## config.mk

```make
export PLATFORM = sky130hd
export DESIGN_NAME = fb_compositor
export DESIGN_NICKNAME = d
export VERILOG_FILES = /design/src/rtl/fbc_pkg.sv /design/src/rtl/fbc_timing.sv /design/src/rtl/fbc_regs.sv /design/src/rtl/fbc_fetch.sv /design/src/rtl/fbc_pack.sv /design/src/rtl/fb_compositor.sv
export SDC_FILE = /design/constraint.sdc
export NUM_CORES = 1
export LEC_CHECK = 0
export ABC_CLOCK_PERIOD_IN_PS = 2920
export BUFFER_PORTS_ARGS = -buffer_cell sky130_fd_sc_hd__buf_2
export CAP_MARGIN = 5
export CORE_ASPECT_RATIO = 1.5
export CORE_UTILIZATION = 54
export CTS_BUF_LIST = sky130_fd_sc_hd__clkbuf_8
export CTS_CLUSTER_DIAMETER = 40
export DETAILED_ROUTE_END_ITERATION = 8
export PLACE_DENSITY_LB_ADDON = 0.12
export SLEW_MARGIN = 10
export SYNTH_ARGS = -nofsm -noshare
export SYNTH_HDL_FRONTEND = slang
export SYNTH_SLANG_ARGS = --single-unit
```

## constraint.sdc

```tcl
create_clock -name clk -period 2.92 [get_ports clk]
set_clock_uncertainty 0.05 [all_clocks]
set_input_delay 0.146 -clock clk [delete_from_list [all_inputs] [get_ports clk]]
set_output_delay 0.146 -clock clk [all_outputs]
set_load 0.05 [all_outputs]
```

## src/rtl/fbc_pkg.sv

```systemverilog
package fbc_pkg;

    localparam int PIX_W    = 8;
    localparam int BYTE_W   = 8;
    localparam int RGB_BITS = 3;

    typedef enum logic [1:0] {
        MODE_A_OVER_B = 2'd0,
        MODE_B_OVER_A = 2'd1,
        MODE_A_ONLY   = 2'd2,
        MODE_B_ONLY   = 2'd3
    } layer_mode_e;

    typedef enum logic [1:0] {
        CFG_MODE     = 2'd0,
        CFG_SCROLL_X = 2'd1,
        CFG_SCROLL_Y = 2'd2,
        CFG_UNUSED   = 2'd3
    } cfg_sel_e;

    // Tag carried from the fetch clock to the merge clock
    typedef struct packed {
        logic visible;
        logic line_start;
    } fetch_tag_t;

    function automatic logic [PIX_W-1:0] pick_pixel(layer_mode_e m,
                                                    logic [PIX_W-1:0] a,
                                                    logic [PIX_W-1:0] b);
        case (m)
            MODE_A_OVER_B: return (a == '0) ? b : a;
            MODE_B_OVER_A: return (b == '0) ? a : b;
            MODE_A_ONLY:   return a;
            default:       return b;
        endcase
    endfunction

    // 64-entry colour table, computed: top bit of each 2-bit channel
    function automatic logic [RGB_BITS-1:0] colour_lookup(logic [PIX_W-1:0] p);
        return {p[5], p[3], p[1]};
    endfunction

endpackage

```

## src/rtl/fbc_timing.sv

```systemverilog
module fbc_timing
    import fbc_pkg::*;
#(
    parameter int H_VIS   = 320,
    parameter int V_VIS   = 240,
    parameter int H_BLANK = 16,
    parameter int V_BLANK = 8,
    localparam int H_TOT  = H_VIS + H_BLANK,
    localparam int V_TOT  = V_VIS + V_BLANK,
    localparam int HC_W   = $clog2(H_TOT),
    localparam int VC_W   = $clog2(V_TOT)
) (
    input  logic            clk,
    input  logic            rst,
    output logic            ph,
    output logic [HC_W-1:0] hcnt,
    output logic [VC_W-1:0] vcnt,
    output fetch_tag_t      tag,
    output logic            frame_n,
    output logic            line_n
);

    logic row_vis, col_vis, at_line0;

    always_comb begin
        row_vis  = vcnt < VC_W'(V_VIS);
        col_vis  = hcnt < HC_W'(H_VIS);
        at_line0 = (hcnt == '0);
    end

    always_ff @(posedge clk) begin
        if (rst) begin
            ph      <= 1'b0;
            hcnt    <= '0;
            vcnt    <= '0;
            tag     <= '0;
            frame_n <= 1'b1;
            line_n  <= 1'b1;
        end else begin
            ph      <= ~ph;
            frame_n <= 1'b1;
            line_n  <= 1'b1;
            if (!ph) begin
                tag.visible    <= row_vis && col_vis;
                tag.line_start <= row_vis && at_line0;
                line_n         <= !(row_vis && at_line0);
                frame_n        <= !(at_line0 && vcnt == '0);
                if (hcnt == HC_W'(H_TOT - 1)) begin
                    hcnt <= '0;
                    vcnt <= (vcnt == VC_W'(V_TOT - 1)) ? '0 : vcnt + 1'b1;
                end else begin
                    hcnt <= hcnt + 1'b1;
                end
            end
        end
    end


    frame_in_line_chk: assert property (@(posedge clk) disable iff (rst)
        !frame_n |-> !line_n);


    line_pulse_chk: assert property (@(posedge clk) disable iff (rst)
        !line_n |=> line_n);

endmodule

```

## src/rtl/fbc_regs.sv

```systemverilog
module fbc_regs
    import fbc_pkg::*;
#(
    parameter int BX_W  = 9,
    parameter int BY_W  = 8,
    localparam int CFG_W = (BX_W > BY_W) ? BX_W : BY_W
) (
    input  logic             clk,
    input  logic             rst,
    input  logic             cfg_we,
    input  logic [1:0]       cfg_sel,
    input  logic [CFG_W-1:0] cfg_wdata,
    output layer_mode_e      mode,
    output logic [BX_W-1:0]  scroll_x,
    output logic [BY_W-1:0]  scroll_y,
    output logic             disp_en
);

    always_ff @(posedge clk) begin
        if (rst) begin
            mode     <= MODE_A_OVER_B;
            scroll_x <= '0;
            scroll_y <= '0;
            disp_en  <= 1'b0;
        end else if (cfg_we) begin
            case (cfg_sel_e'(cfg_sel))
                CFG_MODE: begin
                    mode    <= layer_mode_e'(cfg_wdata[1:0]);
                    disp_en <= 1'b1;
                end
                CFG_SCROLL_X: scroll_x <= cfg_wdata[BX_W-1:0];
                CFG_SCROLL_Y: scroll_y <= cfg_wdata[BY_W-1:0];
                default: ;
            endcase
        end
    end


    en_sticky_chk: assert property (@(posedge clk) disable iff (rst)
        disp_en |=> disp_en);


    en_on_mode_chk: assert property (@(posedge clk) disable iff (rst)
        (cfg_we && cfg_sel == 2'd0) |=> disp_en);

endmodule

```

## src/rtl/fbc_fetch.sv

```systemverilog
module fbc_fetch
    import fbc_pkg::*;
#(
    parameter int BX_W = 9,
    parameter int BY_W = 8,
    parameter int HC_W = 9,
    parameter int VC_W = 8,
    localparam int AW  = BX_W + BY_W
) (
    input  logic               clk,
    input  logic               rst,
    input  logic               ph,
    input  logic [HC_W-1:0]    hcnt,
    input  logic [VC_W-1:0]    vcnt,
    input  logic [BX_W-1:0]    scroll_x,
    input  logic [BY_W-1:0]    scroll_y,
    input  logic               cpu_req,
    input  logic               cpu_we,
    input  logic               cpu_layer,
    input  logic [AW-1:0]      cpu_addr,
    input  logic [PIX_W-1:0]   cpu_wdata,
    output logic [2*PIX_W-1:0] cpu_rdata,
    output logic               cpu_rvalid,
    output logic [AW-1:0]      ma_addr,
    output logic               ma_we,
    output logic [PIX_W-1:0]   ma_wdata,
    input  logic [PIX_W-1:0]   ma_rdata,
    output logic [AW-1:0]      mb_addr,
    output logic               mb_we,
    output logic [PIX_W-1:0]   mb_wdata,
    input  logic [PIX_W-1:0]   mb_rdata
);

    logic            cpu_go, rd_pend;
    logic [BX_W-1:0] col;
    logic [BY_W-1:0] row;

    always_comb begin
        cpu_go   = ph && cpu_req;
        col      = BX_W'(hcnt);
        row      = BY_W'(vcnt);
        ma_addr  = cpu_go ? cpu_addr : {row, col};
        mb_addr  = cpu_go ? cpu_addr : {row + scroll_y, col + scroll_x};
        ma_we    = cpu_go && cpu_we && !cpu_layer;
        mb_we    = cpu_go && cpu_we &&  cpu_layer;
        ma_wdata = cpu_wdata;
        mb_wdata = cpu_wdata;
    end

    always_ff @(posedge clk) begin
        if (rst) begin
            rd_pend    <= 1'b0;
            cpu_rvalid <= 1'b0;
            cpu_rdata  <= '0;
        end else begin
            rd_pend    <= cpu_go && !cpu_we;
            cpu_rvalid <= rd_pend;
            if (rd_pend) cpu_rdata <= {mb_rdata, ma_rdata};
        end
    end


    slot_alt_chk: assert property (@(posedge clk) disable iff (rst)
        ph |=> !ph);


    we_in_slot_chk: assert property (@(posedge clk) disable iff (rst)
        (ma_we || mb_we) |-> (ph && $onehot0({ma_we, mb_we})));


    rd_latency_chk: assert property (@(posedge clk) disable iff (rst)
        (ph && cpu_req && !cpu_we) |=> ##1 cpu_rvalid);

endmodule

```

## src/rtl/fbc_pack.sv

```systemverilog
module fbc_pack
    import fbc_pkg::*;
(
    input  logic              clk,
    input  logic              rst,
    input  logic              ph,
    input  fetch_tag_t        tag,
    input  layer_mode_e       mode,
    input  logic [PIX_W-1:0]  a_pix,
    input  logic [PIX_W-1:0]  b_pix,
    output logic [BYTE_W-1:0] px_data,
    output logic              px_stb
);

    localparam int PEND_W = BYTE_W - 1;
    localparam int CMB_W  = PEND_W + RGB_BITS;
    localparam int CNT_W  = $clog2(CMB_W + 1);

    logic [PIX_W-1:0]    shown;
    logic [RGB_BITS-1:0] rgb;
    logic [PEND_W-1:0]   pend, base_pend;
    logic [CNT_W-1:0]    cnt, base_cnt, total, rem;
    logic [CMB_W-1:0]    cmb, mask;

    always_comb begin
        shown     = pick_pixel(mode, a_pix, b_pix);
        rgb       = colour_lookup(shown);
        base_pend = tag.line_start ? '0 : pend;
        base_cnt  = tag.line_start ? '0 : cnt;
        cmb       = {base_pend, rgb};
        total     = base_cnt + CNT_W'(RGB_BITS);
        rem       = total - CNT_W'(BYTE_W);
        mask      = (CMB_W'(1) << rem) - CMB_W'(1);
    end

    always_ff @(posedge clk) begin
        if (rst) begin
            pend    <= '0;
            cnt     <= '0;
            px_data <= '0;
            px_stb  <= 1'b0;
        end else begin
            px_stb <= 1'b0;
            if (ph && tag.visible) begin
                if (total >= CNT_W'(BYTE_W)) begin
                    px_data <= BYTE_W'(cmb >> rem);
                    pend    <= PEND_W'(cmb & mask);
                    cnt     <= rem;
                    px_stb  <= 1'b1;
                end else begin
                    pend <= PEND_W'(cmb);
                    cnt  <= total;
                end
            end
        end
    end


    dclk_gap_chk: assert property (@(posedge clk) disable iff (rst)
        px_stb |=> !px_stb);

endmodule

```

## src/rtl/fb_compositor.sv

```systemverilog
module fb_compositor
    import fbc_pkg::*;
#(
    parameter int BX_W    = 9,
    parameter int BY_W    = 8,
    parameter int H_VIS   = 320,
    parameter int V_VIS   = 240,
    parameter int H_BLANK = 16,
    parameter int V_BLANK = 8,
    localparam int AW     = BX_W + BY_W,
    localparam int CFG_W  = (BX_W > BY_W) ? BX_W : BY_W,
    localparam int HC_W   = $clog2(H_VIS + H_BLANK),
    localparam int VC_W   = $clog2(V_VIS + V_BLANK)
) (
    input  logic               clk,
    input  logic               rst,
    input  logic               cfg_we,
    input  logic [1:0]         cfg_sel,
    input  logic [CFG_W-1:0]   cfg_wdata,
    input  logic               cpu_req,
    input  logic               cpu_we,
    input  logic               cpu_layer,
    input  logic [AW-1:0]      cpu_addr,
    input  logic [PIX_W-1:0]   cpu_wdata,
    output logic               cpu_slot,
    output logic [2*PIX_W-1:0] cpu_rdata,
    output logic               cpu_rvalid,
    output logic [AW-1:0]      ma_addr,
    output logic               ma_we,
    output logic [PIX_W-1:0]   ma_wdata,
    input  logic [PIX_W-1:0]   ma_rdata,
    output logic [AW-1:0]      mb_addr,
    output logic               mb_we,
    output logic [PIX_W-1:0]   mb_wdata,
    input  logic [PIX_W-1:0]   mb_rdata,
    output logic               lcd_frame_n,
    output logic               lcd_line_n,
    output logic [BYTE_W-1:0]  lcd_data,
    output logic               lcd_dclk,
    output logic               lcd_en
);

    logic            ph;
    logic [HC_W-1:0] hcnt;
    logic [VC_W-1:0] vcnt;
    fetch_tag_t      tag;
    layer_mode_e     mode;
    logic [BX_W-1:0] scroll_x;
    logic [BY_W-1:0] scroll_y;

    assign cpu_slot = ph;

    fbc_timing #(
        .H_VIS(H_VIS), .V_VIS(V_VIS), .H_BLANK(H_BLANK), .V_BLANK(V_BLANK)
    ) u_timing (
        .clk(clk), .rst(rst), .ph(ph), .hcnt(hcnt), .vcnt(vcnt),
        .tag(tag), .frame_n(lcd_frame_n), .line_n(lcd_line_n)
    );

    fbc_regs #(.BX_W(BX_W), .BY_W(BY_W)) u_regs (
        .clk(clk), .rst(rst), .cfg_we(cfg_we), .cfg_sel(cfg_sel),
        .cfg_wdata(cfg_wdata), .mode(mode), .scroll_x(scroll_x),
        .scroll_y(scroll_y), .disp_en(lcd_en)
    );

    fbc_fetch #(.BX_W(BX_W), .BY_W(BY_W), .HC_W(HC_W), .VC_W(VC_W)) u_fetch (
        .clk(clk), .rst(rst), .ph(ph), .hcnt(hcnt), .vcnt(vcnt),
        .scroll_x(scroll_x), .scroll_y(scroll_y),
        .cpu_req(cpu_req), .cpu_we(cpu_we), .cpu_layer(cpu_layer),
        .cpu_addr(cpu_addr), .cpu_wdata(cpu_wdata),
        .cpu_rdata(cpu_rdata), .cpu_rvalid(cpu_rvalid),
        .ma_addr(ma_addr), .ma_we(ma_we), .ma_wdata(ma_wdata), .ma_rdata(ma_rdata),
        .mb_addr(mb_addr), .mb_we(mb_we), .mb_wdata(mb_wdata), .mb_rdata(mb_rdata)
    );

    fbc_pack u_pack (
        .clk(clk), .rst(rst), .ph(ph), .tag(tag), .mode(mode),
        .a_pix(ma_rdata), .b_pix(mb_rdata),
        .px_data(lcd_data), .px_stb(lcd_dclk)
    );

endmodule

```

==> metrics.cfg <==
[status]
status=finished, final reports clean

[cells_and_area]
fillers=746
fin_nets=773
final_cell_mix=buf_2, nor2_1, nand2_1
layout-drive-gt1-share=0.2360
n_antenna_cell=0
final_common_cell=buf_2
area_growth_pct=19.78

[hold_path]
min_path_cells=3
hp-class=in2reg
hp-start=mb_rdata[4]
hold-path-endpoint=u_fetch.cpu_rdata[12]

[timing]
tns_ps=0
finalHoldViolations=0
timing.final.crit_share=0.9432
rsz0062_at_grt=no
worstMarginPinSlew_ps=931.2
setup_viol=0
period_needed_ps=2754
relSlewSlack=0.3747
slew_viol_final=0
fmax_mhz=363.1
holdWs_ps=12.67

[synth]
synthFlopType=dfxtp_1
yosys_warnings=0
netlist_area_sq_um=4700
ys_types=61
syn_inst=583
avgSynthCellArea_sq_um=8.061
syn-num-nets=666
ys_seq_area_frac=0.3408
synthArstFlopShare=0
synth_enable_flop_cells=0
ys_ff_latch=80

[global_route]
grt_use_total=0.2734
antenna_found_initial=0
grt_pass1_wl_um=19470
overflow=0
grt_max_degree=67
grt_pass1_vias=4310

[worst_setup_path]
cp-end-kind=primary output
r2r-end=u_pack.pend[2]
crit_required_ps=2720
regToRegSetupSlack_ps=210
crit_arrival_ps=2560
rr_worst_depth=11
path_max_fanout=7
critPathKind=reg2out
r2r_start=u_timing.tag[0]
cp-start-kind=register

[power]
power_density_nw_per_um2=429.4
finalPower_mw=2.417
switching_power_mw=0.7984
p_leak_nw=2.623
p_int_mw=1.619
pwr-share-clk=0.314
p_comb_frac=0.210
p_sw_frac=0.3304
irDropWorstVdd_mv=0.3097
seq_power_share=0.476

[placement]
place.gp.congestion=0.8987
hpwl_um=9046
io_buffer_count=115

[clock_tree]
clk_path_buf_depth=2
clkLatencyLatePin_ps=360
cts_buffers=9
cts.clk_slew.worst_paths_ps=80
clock_sinks=80
tritoncts=done
root_buffer=clkbuf_8
h-tree-depth=3

[route]
drtIter0Drc=151
route.detailed.drc=0
ant_nets=0
routed_wl_um=12150
drt-wirelength-per-cell_um=15.14
vias=4519
firstDrtPassIters=5
drt-vias-per-instance=5.635

[floorplanning]
die-area_sq_um=9088
core_sq_um=8413
ios=140
die_w_um=78.17
start_util=0.5586
die-height_um=116.3
row_count=41

[run]
drv_cap=0

## per-layer routing
| metal | GRT usage | vias to the layer above | wire (um) |
|---|---|---|---|
| met3 | 0.04922 | 40 | 566 |
| met2 | 0.5135 | 178 | 6444 |
| met4 | 0.1765 | 0 | 563 |
| li1 | - | 2210 | - |
| met1 | 0.2754 | 2091 | 4571 |
| met5 | 0 | - | 0 |
## metrics by stage
| step | area [sq um] | std cells | utilization | setup slack (ps) |
|---|---|---|---|---|
| 2_1_floorplan | 4705 | 583 | - | 28.62 |
| 3_3_place_gp | 5269 | 771 | 0.6263 | 201.9 |
| 3_5_place_dp | 5269 | 771 | 0.6263 | 116.7 |
| 4_1_cts | 5609 | 802 | 0.6667 | 11.00 |
| 5_1_grt | 5629 | 802 | 0.6691 | 0.4510 |
| 6_report | 5629 | 802 | 0.6691 | 166.0 |
## sequential cells by signal, summed over array words and instances (netlist names)
signal              count
u_fetch.cpu_rdata      16
u_regs.scroll_x         9
u_timing.hcnt           9
u_pack.px_data          8
u_regs.scroll_y         8
u_timing.vcnt           8
u_pack.pend             7
u_pack.cnt              4
u_regs.mode             2
u_timing.tag            2
u_fetch.cpu_rvalid      1
u_fetch.rd_pend         1
u_pack.px_stb           1
u_regs.disp_en          1
u_timing.frame_n        1
u_timing.line_n         1
u_timing.ph             1
## how the worst max path moves through the flow
stage               slack, ps             end             start
finish                    170     mb_addr[16]  u_timing.vcnt[2]
CTS                        10      mb_addr[8]  u_timing.hcnt[0]
detailed placement        120  u_pack.pend[2]   u_timing.tag[0]
floorplan                  30      mb_addr[6]  u_timing.hcnt[0]
global placement          200  u_pack.pend[2]   u_timing.tag[0]
global route              0.5      mb_addr[8]  u_timing.hcnt[0]
## synth_stat cells, drive strengths merged (4+ instances only)
cell    count  area, sq um
nand3      10        50.05
nand2      85        319.1
o21ai      23        115.1
inv        15        56.30
a211oi      5        37.54
xnor2      17        148.9
nor2       89        334.1
nor3b       5        37.54
and3        5        31.28
a21oi      28        140.1
nand3b      5        37.54
a21o        4        30.03
nor4        4        25.02
mux2i      42        420.4
nor3       11        55.05
nor2b       6        37.54
nand4       8        50.05
xor2       14        122.6
o31ai       4        43.79
dfxtp      80         1602
buf        22        145.1
clkbuf     24        90.09
ha         23        287.8
## final cells by class
cell class	count	area, sq um	share of cell area
flip-flops and latches	80	1605	0.2852
multi-input cells	441	2829	0.5026
inverters	16	60.06	0.01067
well taps	107	133.9	0.02378
clock buffers	10	137.6	0.02445
clock inverters	6	42.54	0.007557
repair buffers	142	820.8	0.1458
## power by group through the flow
stage          Sequential (mW)  Combinational, mW  Clock (mW)
5_1_grt                   1.16              0.543       0.823
2_1_floorplan             1.20              0.375           0
4_1_cts                   1.15              0.505       0.772
3_3_place_gp              1.17              0.481           0
3_5_place_dp              1.18              0.487           0
6_report                  1.15              0.507       0.758
## what timing repair did
action / CTS / global route
resized for setup: 2 / 10
setup endpoints to repair: 1 / 4
pin swaps: 0 / 3
hold endpoints to repair: 19 / 0
setup buffers: 0 / 0
hold buffers: 15 / 0
## critical path: stages, from the launching register on
cell and delay [ps]:
dfxtp_1 530, ha_1 330, a21oi_1 240, o22ai_1 150, o41ai_1 370, xnor2_1 130, a21oi_1 160, buf_2 290
## cells by family (layout without fill, tap and decap cells)
| logic type | Yosys count | in the layout | synth area share |
|---|---|---|---|
| AO/OA/AOI/OAI | 95 | 95 | 0.1347 |
| XOR/XNOR | 31 | 31 | 0.05777 |
| flip-flops | 80 | 80 | 0.3408 |
| buffers and inverters | 62 | 174 | 0.06283 |
| adder cells (fa/ha/maj) | 25 | 25 | 0.06976 |
| AND/OR/NAND/NOR | 245 | 245 | 0.2351 |
| multiplexers | 45 | 45 | 0.09904 |
Note: power is estimated with default switching activity, not from simulation.
